### src/rtl/cascade_counter_pkg.sv
`timescale 1ns/1ps
package cascade_counter_pkg;

  // True when a digit value sits at the last value of its modulus.
  function automatic logic f_is_terminal(input int unsigned v, input int unsigned m);
    return (v == m - 1);
  endfunction

  // Successor of a digit value under its modulus.
  function automatic int unsigned f_successor(input int unsigned v, input int unsigned m);
    return (v >= m - 1) ? 0 : v + 1;
  endfunction

endpackage

### src/rtl/digit_state_reg.sv
`timescale 1ns/1ps
module digit_state_reg #(
  parameter int W = 2
) (
  input  logic         clk,
  input  logic [W-1:0] d_i,
  output logic [W-1:0] q_o
);
  always_ff @(posedge clk) begin
    q_o <= d_i;
  end
endmodule

### src/rtl/digit_stage.sv
`timescale 1ns/1ps
module digit_stage
  import cascade_counter_pkg::*;
#(
  parameter int MODULUS = 4,
  localparam int DW = (MODULUS > 2) ? $clog2(MODULUS) : 1
) (
  input  logic          clk,
  input  logic          clr,
  input  logic          inc_i,
  output logic [DW-1:0] q_o,
  output logic          roll_o
);
  logic          at_term;
  logic [DW-1:0] succ;
  logic [DW-1:0] d_next;

  assign at_term = f_is_terminal(int'(q_o), MODULUS);
  assign succ    = DW'(f_successor(int'(q_o), MODULUS));
  assign roll_o  = inc_i & at_term & ~clr;

  always_comb begin
    if (clr)        d_next = '0;
    else if (inc_i) d_next = succ;
    else            d_next = q_o;
  end

  digit_state_reg #(.W(DW)) state_i (
    .clk (clk),
    .d_i (d_next),
    .q_o (q_o)
  );

  // a non-terminal digit advances by one when incremented
  a_r1_step: assert property (@(posedge clk) disable iff (clr)
    (inc_i && !at_term) |=> (int'(q_o) == int'($past(q_o)) + 1));

  // a rollover returns the digit to zero
  a_r1_wrap: assert property (@(posedge clk) disable iff (clr)
    roll_o |=> (q_o == '0));

  // no increment, no change
  a_r2_hold: assert property (@(posedge clk) disable iff (clr)
    !inc_i |=> $stable(q_o));

  // clear wins over everything
  a_r3_clear: assert property (@(posedge clk)
    clr |=> (q_o == '0));

  // the value stays inside the modulus
  a_r1_range: assert property (@(posedge clk) disable iff (clr)
    1'b1 |=> (int'(q_o) < MODULUS));
endmodule

### src/rtl/cascade_counter.sv
`timescale 1ns/1ps
module cascade_counter #(
  parameter int NUM_DIGITS = 3,
  parameter int MODULUS    = 4,
  localparam int DW        = (MODULUS > 2) ? $clog2(MODULUS) : 1,
  localparam int TW        = NUM_DIGITS * DW
) (
  input  logic          clk,
  input  logic          clr,
  input  logic          inc_en,
  output logic [TW-1:0] digits_o,
  output logic          carry_o
);
  // carry_in[k] enables digit k; carry_in[k+1] is digit k's rollover
  logic [NUM_DIGITS:0] carry_in;

  assign carry_in[0] = inc_en;

  for (genvar k = 0; k < NUM_DIGITS; k++) begin : g_digit
    logic [DW-1:0] dq;

    digit_stage #(.MODULUS(MODULUS)) stage_i (
      .clk    (clk),
      .clr    (clr),
      .inc_i  (carry_in[k]),
      .q_o    (dq),
      .roll_o (carry_in[k+1])
    );

    assign digits_o[k*DW +: DW] = dq;

    if (k > 0) begin : g_upper
      // an upper digit moves only when the stage below rolls over
      a_r5_upper_hold: assert property (@(posedge clk) disable iff (clr)
        !carry_in[k] |=> $stable(digits_o[k*DW +: DW]));
    end
  end

  assign carry_o = carry_in[NUM_DIGITS];

  // the carry-out is followed by an all-zero count
  a_r6_full_wrap: assert property (@(posedge clk) disable iff (clr)
    carry_o |=> (digits_o == '0));

  // the carry-out lasts a single cycle while counting
  a_r6_single_pulse: assert property (@(posedge clk) disable iff (clr)
    carry_o |=> !carry_o);

  // the carry-out is silent during clear
  a_r3_no_carry: assert property (@(posedge clk)
    clr |-> !carry_o);

  // the carry-out needs the external increment
  a_r4_needs_inc: assert property (@(posedge clk)
    carry_o |-> inc_en);
endmodule

### config.mk
export PLATFORM = sky130hd
export DESIGN_NAME = cascade_counter
export DESIGN_NICKNAME = d
export VERILOG_FILES = /design/src/rtl/cascade_counter_pkg.sv /design/src/rtl/digit_state_reg.sv /design/src/rtl/digit_stage.sv /design/src/rtl/cascade_counter.sv
export SDC_FILE = /design/constraint.sdc
export NUM_CORES = 1
export LEC_CHECK = 0
export BUFFER_PORTS_ARGS = -buffer_cell sky130_fd_sc_hd__clkbuf_2
export CORE_AREA = 2 2 39 41
export CTS_CLUSTER_SIZE = 14
export DETAILED_ROUTE_END_ITERATION = 8
export DIE_AREA = 0 0 41 43
export GPL_TIMING_DRIVEN = 0
export MAX_ROUTING_LAYER = met4
export PLACE_DENSITY = 0.4
export RECOVER_POWER = 25
export SETUP_SLACK_MARGIN = 0.02
export SLEW_MARGIN = 10
export SYNTH_ARGS = -nofsm -noshare
export SYNTH_HDL_FRONTEND = slang
export SYNTH_SLANG_ARGS = --single-unit
### constraint.sdc
create_clock -name clk -period 1.4 [get_ports clk]
set_input_delay 0.14 -clock clk [delete_from_list [all_inputs] [get_ports clk]]
set_output_delay 0.14 -clock clk [all_outputs]
set_load 0.02 [all_outputs]
Yosys cells after proc, flatten, opt, wreduce, memory -nomap -nowiden
Index checks and enable logic that the tools add are counted.
{ "word_totals": {"latchBits": 0, "register_bits": 6, "mem_bits_rw": 0, "word_cells": 22, "in_bits": 3, "n_memories": 0, "romBits": 0} }
{ "classes": {"shift": 0, "muxes": 3, "n_reduce_logical": 0, "n_eq_ne": 3, "add_sub_neg": 3, "n_bitwise": 7, "magnitude_cmp": 3, "div_mod_pow": 0, "n_mul": 0} }
{ "ops": {"columns": ["operator", "n"], "rows": [
  ["adder 2 x 1 -> 2 bit, second input constant", 3],
  ["bitwise AND 1 bit", 6],
  ["== test 2 bit, second input constant", 3],
  ["greater-or-equal comparator 2 bit, second input constant", 3],
  ["2-to-1 mux 2 bit", 3],
  ["inverter 1 bit", 1]
]} }

Logic depth before layout (Yosys ltp)
Gate-level depths: netlist of the first run.
{ "logic_depth": {"depth_word": 7, "mapped_depth": 3, "mapped_depth_nobuf": 3} }

Modules after synthesis
Synthesis of the first run repeated with hierarchy kept, for this count alone.
{ "unflattened": {"hier_cells": 27, "hier_area_um2": 259.0} }
{ "modules_own_cells": {"columns": ["module", "cells_per_inst", "seq_area_each_um2", "area_per_inst_um2", "n_inst"], "rows": [
  ["digit_stage", 7, 0.0, 46.3, 3],
  ["digit_state_reg", 2, 40.0, 40.0, 3]
]} }

Least setup slack after synthesis of the first run
OpenSTA, ideal clock, no wires.
{ "synth_timing": {"kind": "flip-flop to output port", "start": "register g_digit[0].stage_i.state_i.q_o[0]", "end": "output port carry_o", "stages_incl_launch_ff": 4, "setup_slack_ns": 0.028, "arrival_time_ns": 1.232, "path_cell_list": "dfxtp_1 ha_1 and3_1 and3b_1"} }
{ "synth_via": {"elab_chain_cells": 7} }
{ "synth_lines": {"columns": ["item", "line", "rtl"], "rows": [
  ["start, declared", "digit_state_reg.sv:7", "output logic [W-1:0] q_o"],
  ["start signal, assigned", "digit_state_reg.sv:10", "q_o <= d_i;"],
  ["== test 2 bit", "cascade_counter_pkg.sv:6", "return (v == m - 1);"],
  ["bitwise AND 1 bit (6 in a row)", "digit_stage.sv:20", "assign roll_o = inc_i & at_term & ~clr;"],
  ["end, declared", "cascade_counter.sv:12", "output logic carry_o"]
]} }
No other way between the ends.

Final worst setup path of the first run
{ "layout_timing": {"start": "register g_digit[1].stage_i.state_i.q_o[1]", "end": "output port carry_o"} }
{ "layout_via": {"elab_chain_cells": 5} }
{ "layout_lines": {"columns": ["item", "line"], "rows": [
  ["start, declared", "digit_state_reg.sv:7"],
  ["start signal, assigned", "digit_state_reg.sv:10"],
  ["== test 2 bit", "cascade_counter_pkg.sv:6"],
  ["bitwise AND 1 bit (4 in a row)", "digit_stage.sv:20"]
]} }
No other way between the ends.

==> results of run 1 <==
## power by group through the flow
stage / registers [W] / clock network (W) / logic, W
final: 0.000181 / 0.000154 / 0.0000470
after global routing: 0.000182 / 0.000174 / 0.0000520
after CTS: 0.000181 / 0.000161 / 0.0000471
after detailed placement: 0.000184 / 0 / 0.0000359
after global placement: 0.000183 / 0 / 0.0000346
after floorplan: 0.000189 / 0 / 0.0000212
## placed cells by master (no fill, tap or decap), drive strengths merged
master | Yosys | routed
nand4bb | 1 | 1
mux2 | 1 | 1
nand3 | 1 | 1
clkbuf | 1 | 11
and3b | 1 | 1
and3 | 1 | 1
dfxtp | 6 | 6
mux2i | 2 | 2
nor3 | 1 | 1
ha | 3 | 3
a21oi | 3 | 3
buf | 1 | 9
nor2b | 1 | 1
a21bo | 2 | 2
nor2 | 1 | 1
nand2b | 3 | 3
or3b | 1 | 1
## final timing paths
path | start | endpoint | depth (start not counted)
hold / removal | inc_en | g_digit[1].stage_i.state_i.q_o[1] | 3
setup / recovery | g_digit[1].stage_i.state_i.q_o[1] | carry_o | 4
setup reg to reg | g_digit[0].stage_i.state_i.q_o[0] | g_digit[2].stage_i.state_i.q_o[0] | 5
hold reg to reg | g_digit[2].stage_i.state_i.q_o[1] | g_digit[2].stage_i.state_i.q_o[1] | 2
## metal layers
metal  up-vias  GRT usage [%]
li1        147              -
met4         0           4.00
met1       121           12.9
met3         2           6.28
met5         -              -
met2        10           10.3
## area by class of cell
| type | count | area share [%] |
|---|---|---|
| flip-flops and latches | 6 | 25.6 |
| plain buffers | 2 | 2.26 |
| repair buffers | 15 | 20.6 |
| multi-input cells | 22 | 43.1 |
| well taps | 16 | 4.01 |
| clock buffers | 3 | 4.51 |
## logic make-up after synthesis
kind of cell	share of synthesized area [%]
AO/OA/AOI/OAI	12.3
multiplexers	11.1
AND/OR/NAND/NOR	23.3
buffers and inverters	3.56
flip-flops	37.9
adder cells (fa/ha/maj)	11.9
## timing repair
action	in CTS	in global routing
hold endpoints to repair	0	0
resized for setup	11	1
gates cloned	0	0
hold buffers	0	0
setup buffers	5	3
setup endpoints to repair	1	1
pin swaps	2	3
## metrics by stage
step                hold slack (ns)  worst slack, ns  instance area (sq um)  power (W)  std cells
floorplan                     0.422           0.0285                    317   0.000210         30
global placement              0.445           0.0600                    372   0.000218         53
detailed placement            0.458           0.0252                    372   0.000220         53
CTS                           0.212           0.0205                    468   0.000389         61
global route                  0.209          -0.0147                    499   0.000408         64
finish                        0.214           0.0512                    499   0.000382         64
## critical path, delay by kind of cell, from the launching register on
family,cells,cell delay (ns)
simple gates,2,0.34
fa+ha+maj,1,0.14
buf+inv,1,0.14
flops,1,0.35
==> metrics, run 1 <==
status complete, no violations; # nets final between 50 and 60; Final Max Tran Viols 0; WL met2 just under 300 um; Synth cell types 18; Leakage roughly 0.22 nW; yosys warns 0; reg2reg setup slack 0.09 ns; area of the multi-input gates 215 sq um; Max VDD drop roughly 0.45 mV; most frequent cell after synthesis dfxtp_1; crit end category output port; Placer Congestion between 0.6 and 0.7; antenna viol nets, final 0; fillers 144; CP Cell Sequence ha_4, and3_4, and3b_1, clkbuf_8; share of total power in combinational logic 12.3%; predominant post-synthesis flop cell dfxtp_1; vias 280; DR top layer met4; slowest stage cell on the critical path dfxtp_2; setup TNS 0 ns; area fraction of the dominant cell type after synthesis 37.9%; Tmin final 1.35 ns; CP Launch Type flip-flop; critical path's largest stage delay 0.35 ns; Root Buffer clkbuf_4; Clk pwr share roughly 40%; Pint 0.000296 W; max FFs per register 6; fin crit share 96.3%; initial antenna violation count 0; largest net degree at the start of global routing 10; Async SR Flop Fraction 0%; Seq pwr share approximately 48%; Clock transition at path regs roughly 0.040 ns; switching part of the total 22.4%; total die area 0.00176 sq mm; cell taking the most area after synthesis dfxtp_1; H-tree levels 1; Initial Util 22.9%; worst-path maximum fanout 3; CTS Buf Count 3; syn nets 36; via/cell ratio 4.38; Critical Path RT between 1 and 1.5 ns; vias in the first global route 239; #FFs+latches synth 6; Post-synth EDFFs 0; Largest regs g_digit.stage_i.state_i.q_o: 6 flops; Total GRT Usage under 10%; CP Class reg2out; switching power 0.0000856 W; final core utilization 36.1%; Final Hold Violating Endpoints 0; GR Overflow Total 0; share of layout cells above drive strength 1 60.4%; Rows 14; routed length per instance 10.2 um; Biggest register g_digit.stage_i.state_i.q_o; Ant. Diodes 0; Slew HR approximately 76%; CP Data Arrival Time 1.21 ns; latest clock arrival within the worst-skew pair 0.24 ns; Slew @ Worst Pin 0.367 ns; Syn Inst Count 30; clk buf depth 2; Max Cap Violations 0; initial drt markers 5; Avg Synthesized Cell Area around 11 sq um; sequential share of the synthesized area 37.9%; Port Buf Inserts 7; Core Area 0.00138 sq mm; FMAX about 740 MHz; HPWL Detailed 424 um; setup violators final 0; TritonCTS clock tree done; Mapped Area 317 sq um; Post-route DRC 0; metal3 WL 53 um; I/O Pins 10; Clock Sinks 6; RSZ-0062 raised after global routing true; Tightest Hold Check Type in2reg; global-route wire length before repair 1.04 mm; synth cell count leaders dfxtp_1, ha_1, nand2b_1; final WL ~650 um; Storage cell area 128 sq um; power per cell area 765 mW/mm^2; die span in y about 43 um; Initial DRT Pass Iterations 3; synthesis-to-layout area growth 57.7%; clk_skew around 0.00028 ns; Die Wd 41 um; top cells by area, synth dfxtp_1, ha_1, a21bo_2; met1 wire length 297 um
Power figures use the tool's default switching activity.
==> run 2, diff against run 1 <==
--- a/config.mk
+++ b/config.mk
@@ -7,15 +7,16 @@
 export LEC_CHECK = 0
 export BUFFER_PORTS_ARGS = -buffer_cell sky130_fd_sc_hd__clkbuf_2
 export CORE_AREA = 2 2 39 41
+export CTS_BUF_LIST = sky130_fd_sc_hd__clkbuf_16
 export CTS_CLUSTER_SIZE = 14
 export DETAILED_ROUTE_END_ITERATION = 8
 export DIE_AREA = 0 0 41 43
 export GPL_TIMING_DRIVEN = 0
 export MAX_ROUTING_LAYER = met4
-export PLACE_DENSITY = 0.4
+export PLACE_DENSITY = 0.36
 export RECOVER_POWER = 25
-export SETUP_SLACK_MARGIN = 0.02
 export SLEW_MARGIN = 10
 export SYNTH_ARGS = -nofsm -noshare
 export SYNTH_HDL_FRONTEND = slang
+export SYNTH_HIERARCHICAL = 1
 export SYNTH_SLANG_ARGS = --single-unit
==> run 2 against run 1 <==
  * The run now ends with setup timing left
  * Synthesized cell count shrank 10%
  * Largest cell class unchanged
  * Critical path depth grew 4
  * Sequential cell count is the same
  * Area after synthesis shrank 18%
  * Clock power grew to 2.9 times the previous value
  * First-iteration DRC count shrank 60%
==> metrics, run 2 <==
Biggest register g_digit.stage_i/state_i/q_o; Ant. Diodes 0; most frequent cells in the layout clkbuf_2, buf_4, nor2_1; Post-synth EDFFs 0; TritonCTS clock tree done; CTS Buf Count 3; most frequent cell after synthesis nor2_1; I/O Pins 10; GR Overflow Total 0; share of layout cells above drive strength 1 between 60% and 70%; global-route wire length before repair approximately 900 um; Port Buf Inserts 9; vias in the first global route 242; total die area 0.00176 sq mm; Post-route DRC 0; Fin Hold WS 0.243 ns; max FFs per register 6; CTS hold repair buffers 0; Synth cell types 6; initial drt markers 2; commonest non-fill, non-tap cell in the layout clkbuf_2; Slew HR 80.8%; Slew @ Worst Pin 0.288 ns; Rows 14; synthesis-to-layout area growth 100%; die span in y between 40 and 50 um; Largest regs g_digit.stage_i/state_i/q_o: 6 flops; via/cell ratio approximately 4.0; top cells by area, synth dfxtp_1, ha_1, nor2_1; CP Launch Type flip-flop; Tightest Hold Check Type in2reg; antenna viol nets, final 0; yosys warns 6; Tmin final between 1 and 1.5 ns; H-tree levels 1; Die Wd 41 um; Root Buffer clkbuf_16; synth cell count leaders nor2_1, dfxtp_1; Placement Setup Slack -0.0406 ns; Max Cap Violations 0; syn nets 33; #FFs+latches synth 6; Final Max Tran Viols 0; Critical Path RT around 1.3 ns; RSZ-0062 raised after global routing true; Leakage ~0.24 nW; Total GRT Usage between 7 and 8%; sequential share of the synthesized area 46.4%; predominant post-synthesis flop cell dfxtp_1; HPWL Detailed 374 um; clk_skew 0.000347 ns; fin crit share 102%; crit end category output port; CP Class reg2out; Placer Congestion between 0.5 and 0.6; area fraction of the dominant cell type after synthesis 46.4%; worst-path maximum fanout 2; setup violators final 1; failing checks setup timing; Mapped Area 259 sq um; setup slack after layout -0.0236 ns; Initial Util 18.7%; power per cell area 1320 mW/mm^2; final WL around 530 um; Avg Synthesized Cell Area 9.59 sq um; status finished with violations; # nets final 54; Async SR Flop Fraction 0%; routed length per instance 8.48 um; vias 245; CP Data Arrival Time 1.28 ns; Max VDD drop 0.675 mV; Syn Inst Count 27; Clock transition at path regs approximately 0.03 ns; final core utilization 37.5%; latest clock arrival within the worst-skew pair 0.22 ns; FMAX 702 MHz; Final Hold Violating Endpoints 0; Initial DRT Pass Iterations 3; cell taking the most area after synthesis dfxtp_1; largest net degree at the start of global routing 10; clk buf depth 2; initial antenna violation count 0; Core Area 0.00138 sq mm; Clock Sinks 6
## run 2: cell types whose count changed after synthesis, moves of 2 or more
cell / previous run / this run
nor2_1: 1 / 9
nand2_1: 0 / 3
nand2b_1: 3 / 0
xnor2_1: 0 / 3
a21bo_2: 2 / 0
a21oi_1: 2 / 0
## run 2: final timing paths
path	start	endpoint	slack, ns	depth (start not counted)
max	g_digit[0].stage_i/state_i/q_o[0]	carry_o	-0.02	8
min	inc_en	g_digit[0].stage_i/state_i/q_o[0]	0.24	3
max reg2reg	g_digit[0].stage_i/state_i/q_o[0]	g_digit[2].stage_i/state_i/q_o[1]	0.05	9
min reg2reg	g_digit[2].stage_i/state_i/q_o[1]	g_digit[2].stage_i/state_i/q_o[1]	0.52	2
## run 2: routing by layer
layer	vias to the layer above	wire [um]	part of all wire, %	GRT usage (%)
met5	-	0	0	-
met3	0	31	5.9	1.57
li1	127	-	-	-
met1	112	210	40	9.03
met4	0	0	0	6.00
met2	6	284	54	11.3
## run 2: layout make-up
| cell class | count | area [sq um] |
|---|---|---|
| clock buffer | 3 | 75.1 |
| tap | 16 | 20.0 |
| sequential | 6 | 123 |
| timing repair buffer | 16 | 108 |
| multi-input combinational | 21 | 194 |
| fill | 145 | 865 |
## run 2: timing repair
| item | in CTS | in global routing |
|---|---|---|
| buffers inserted | 7 | 1 |
| gates resized for setup | 10 | 2 |
| pin swaps | 4 | 3 |
| endpoints found under the setup margin | 1 | 3 |
## run 2: worst max-delay path: stages, from the launching register on
cell     delay [ns]
dfxtp_2        0.34
ha_4           0.14
nand2_4        0.04
nor2_4         0.11
nand2_2        0.07
nor2_4         0.09
nand2_2        0.07
nor2_4         0.09
buf_8          0.11
## run 2: power breakdown
group	internal [W]	leakage, nW	switching (W)	total [W]
sequential	0.000179	0.0494	0.00000592	0.000185
combinational	0.0000241	0.152	0.0000268	0.0000509
clock	0.000366	0.0370	0.0000846	0.000450
## run 2: logic make-up after synthesis
group,count (synthesis),share of synthesized area [%]
and+or+nand+nor,12,17.4
xor gates and xnor gates,3,10.1
DFF,6,46.4
adders and majority gates,3,14.5
muxes,3,11.6
## run 2: metrics by stage
stage               instances  cell area [sq um]  TNS (ns)  total power (W)
global route               62                519    -0.114         0.000712
floorplan                  27                274         0         0.000206
detailed placement         52                339   -0.0406         0.000222
finish                     62                519   -0.0236         0.000686
CTS                        62                510   -0.0779         0.000695
global placement           52                339   -0.0198         0.000222
==> run 3, diff against run 2 <==
--- a/config.mk
+++ b/config.mk
@@ -15,6 +15,7 @@
 export MAX_ROUTING_LAYER = met4
 export PLACE_DENSITY = 0.36
 export RECOVER_POWER = 25
+export REMOVE_ABC_BUFFERS = 1
 export SLEW_MARGIN = 10
 export SYNTH_ARGS = -nofsm -noshare
 export SYNTH_HDL_FRONTEND = slang
==> run 3 against run 2 <==
  * The flow still finishes with violations (setup timing)
  * Combinational power is 4.1% higher
  * Clock power up 1%
  * Sequential power hardly changed
  * Global-route usage is 1.0 points higher
  * Critical endpoint unchanged
==> metrics, run 3 (synthesized netlist as in run 2, its figures left out) <==
status finished with violations; failing checks setup timing; GR Overflow Total 0; Post-route DRC 0; slowest stage cell on the critical path dfxtp_2; synthesis-to-layout area growth 93.2%; Clock Sinks 6; Buf/Inv on CP 1; # nets final 54; setup violators final 2; Ant. Diodes 0; Final Hold Violating Endpoints 0; RSZ-0062 raised after global routing true; total die area ~0.0018 sq mm; Slew @ Worst Pin ~0.25 ns; fillers 147; Root Buffer clkbuf_16; CP Data Arrival Time 1.28 ns; antenna viol nets, final 0; Seq pwr share 26.7%; Slew HR 83.2%; max FFs per register 6; I/O Pins 10; commonest non-fill, non-tap cell in the layout buf_4; most frequent cells in the layout buf_4, nor2_1, clkbuf_2; FMAX roughly 700 MHz; DP Cell Count 52; Die Wd 41 um; CTS hold repair buffers 0; switching part of the total 17.9%; Pint 0.000570 W; latest clock arrival within the worst-skew pair between 0.2 and 0.25 ns; crit end category output port; worst-path maximum fanout 2; Layout Cell Area excl Fill 500 sq um; vias in the first global route 234; Leakage 0.233 nW; Largest delay share family, worst path simple AND/OR/NAND/NOR gates; CP Launch Type flip-flop; via/cell ratio around 4; Largest regs g_digit.stage_i/state_i/q_o: 6 flops; die span in y ~43 um; Tightest Hold Check Type in2reg; Port Buf Inserts 9; final WL 601 um; critical path's largest stage delay 0.34 ns; TritonCTS clock tree done; fin crit share 102%; Rows 14; Initial DRT Pass Iterations 2; CP dominant cell by count nor2_4; Placer Congestion between 0.5 and 0.6; global-route wire length before repair 924 um; H-tree levels 1; clk_skew 0.000813 ns; power per cell area between 1000 and 1500 mW/mm^2; Tmin final 1.42 ns; initial drt markers 1; placed cell areas 324 sq um; clk buf depth 2; CP Cell Sequence ha_4, nand2_4, nor2_4, nand2_2, nor2_4, nand2_1, nor2_1, buf_4; routed length per instance 9.69 um; Max VDD drop around 0.65 mV; largest net degree at the start of global routing 10; CTS Buf Count 3; Final Max Tran Viols 0; CP Class reg2out; post-route insts no fill 62; share of total power in combinational logic 7.6%; Initial Util around a fifth; Critical Path RT approximately 1.3 ns; share of layout cells above drive strength 1 a little under three fifths; Biggest register g_digit.stage_i/state_i/q_o; Clk pwr share 65.7%; initial antenna violation count 0; vias 247; setup slack after layout -0.0232 ns; Core Area 0.00138 sq mm; Max Cap Violations 0; Total GRT Usage between 8 and 9%; Clock transition at path regs roughly 0.030 ns; switching power 0.000124 W
[run 3: what timing repair did]
item | 4_1_cts | 5_1_grt
pin swaps | 5 | 4
endpoints found under the setup margin | 3 | 3
cloned | 0 | 0
setup buffers | 6 | 1
resized for setup | 12 | 2
[run 3: metal layers]
metal | vias to the layer above | GRT usage [%] | part of all wire [%]
met5 | - | - | 0
met4 | 0 | 10.0 | 0
met3 | 0 | 3.14 | 6.0
met2 | 7 | 12.5 | 54
met1 | 113 | 8.09 | 40
li1 | 127 | - | -
[run 3: worst paths after layout]
check,startpoint,end,slack [ns],cells past startpoint
worst max-delay path,g_digit[0].stage_i/state_i/q_o[1],carry_o,-0.02,8
worst max register to register,g_digit[0].stage_i/state_i/q_o[1],g_digit[2].stage_i/state_i/q_o[1],-0.01,10
worst min register to register,g_digit[2].stage_i/state_i/q_o[1],g_digit[2].stage_i/state_i/q_o[1],0.52,2
worst min-delay path,inc_en,g_digit[0].stage_i/state_i/q_o[1],0.27,3
[run 3: final cells by class]
class                      instances  area (sq um)  area share, %
multi-input combinational         21           184           36.7
sequential                         6           123           24.5
timing repair buffer              16          98.8           19.8
clock buffer                       3          75.1           15.0
tap                               16          20.0           4.00
[run 3: power by group through the flow]
stage	clock network, W	logic, W	registers, W
6_report	0.000456	0.0000530	0.000186
4_1_cts	0.000470	0.0000534	0.000185
3_3_place_gp	0	0.0000333	0.000185
2_1_floorplan	0	0.0000122	0.000193
3_5_place_dp	0	0.0000359	0.000186
5_1_grt	0.000485	0.0000597	0.000186
[run 3: worst reg2reg max path, stage by stage, from the launching register on]
cell and delay, ns:
dfxtp_2 0.34, ha_4 0.14, nand2_4 0.04, nor2_4 0.09, nand2_2 0.07, nor2_4 0.08
buf_4 0.11, buf_4 0.09, buf_4 0.11, mux2i_1 0.18, nor2_1 0.05
[run 3: stage by stage]
step	setup slack, ns	util, %	setup TNS [ns]	hold slack, ns	power [W]
floorplan	-0.248	-	-0.384	0.212	0.000205
global placement	-0.152	23.4	-0.204	0.438	0.000218
detailed placement	-0.175	23.4	-0.275	0.455	0.000222
CTS	-0.0836	35.2	-0.128	0.265	0.000709
global route	-0.145	36.2	-0.274	0.296	0.000730
finish	-0.0232	36.2	-0.0382	0.269	0.000694
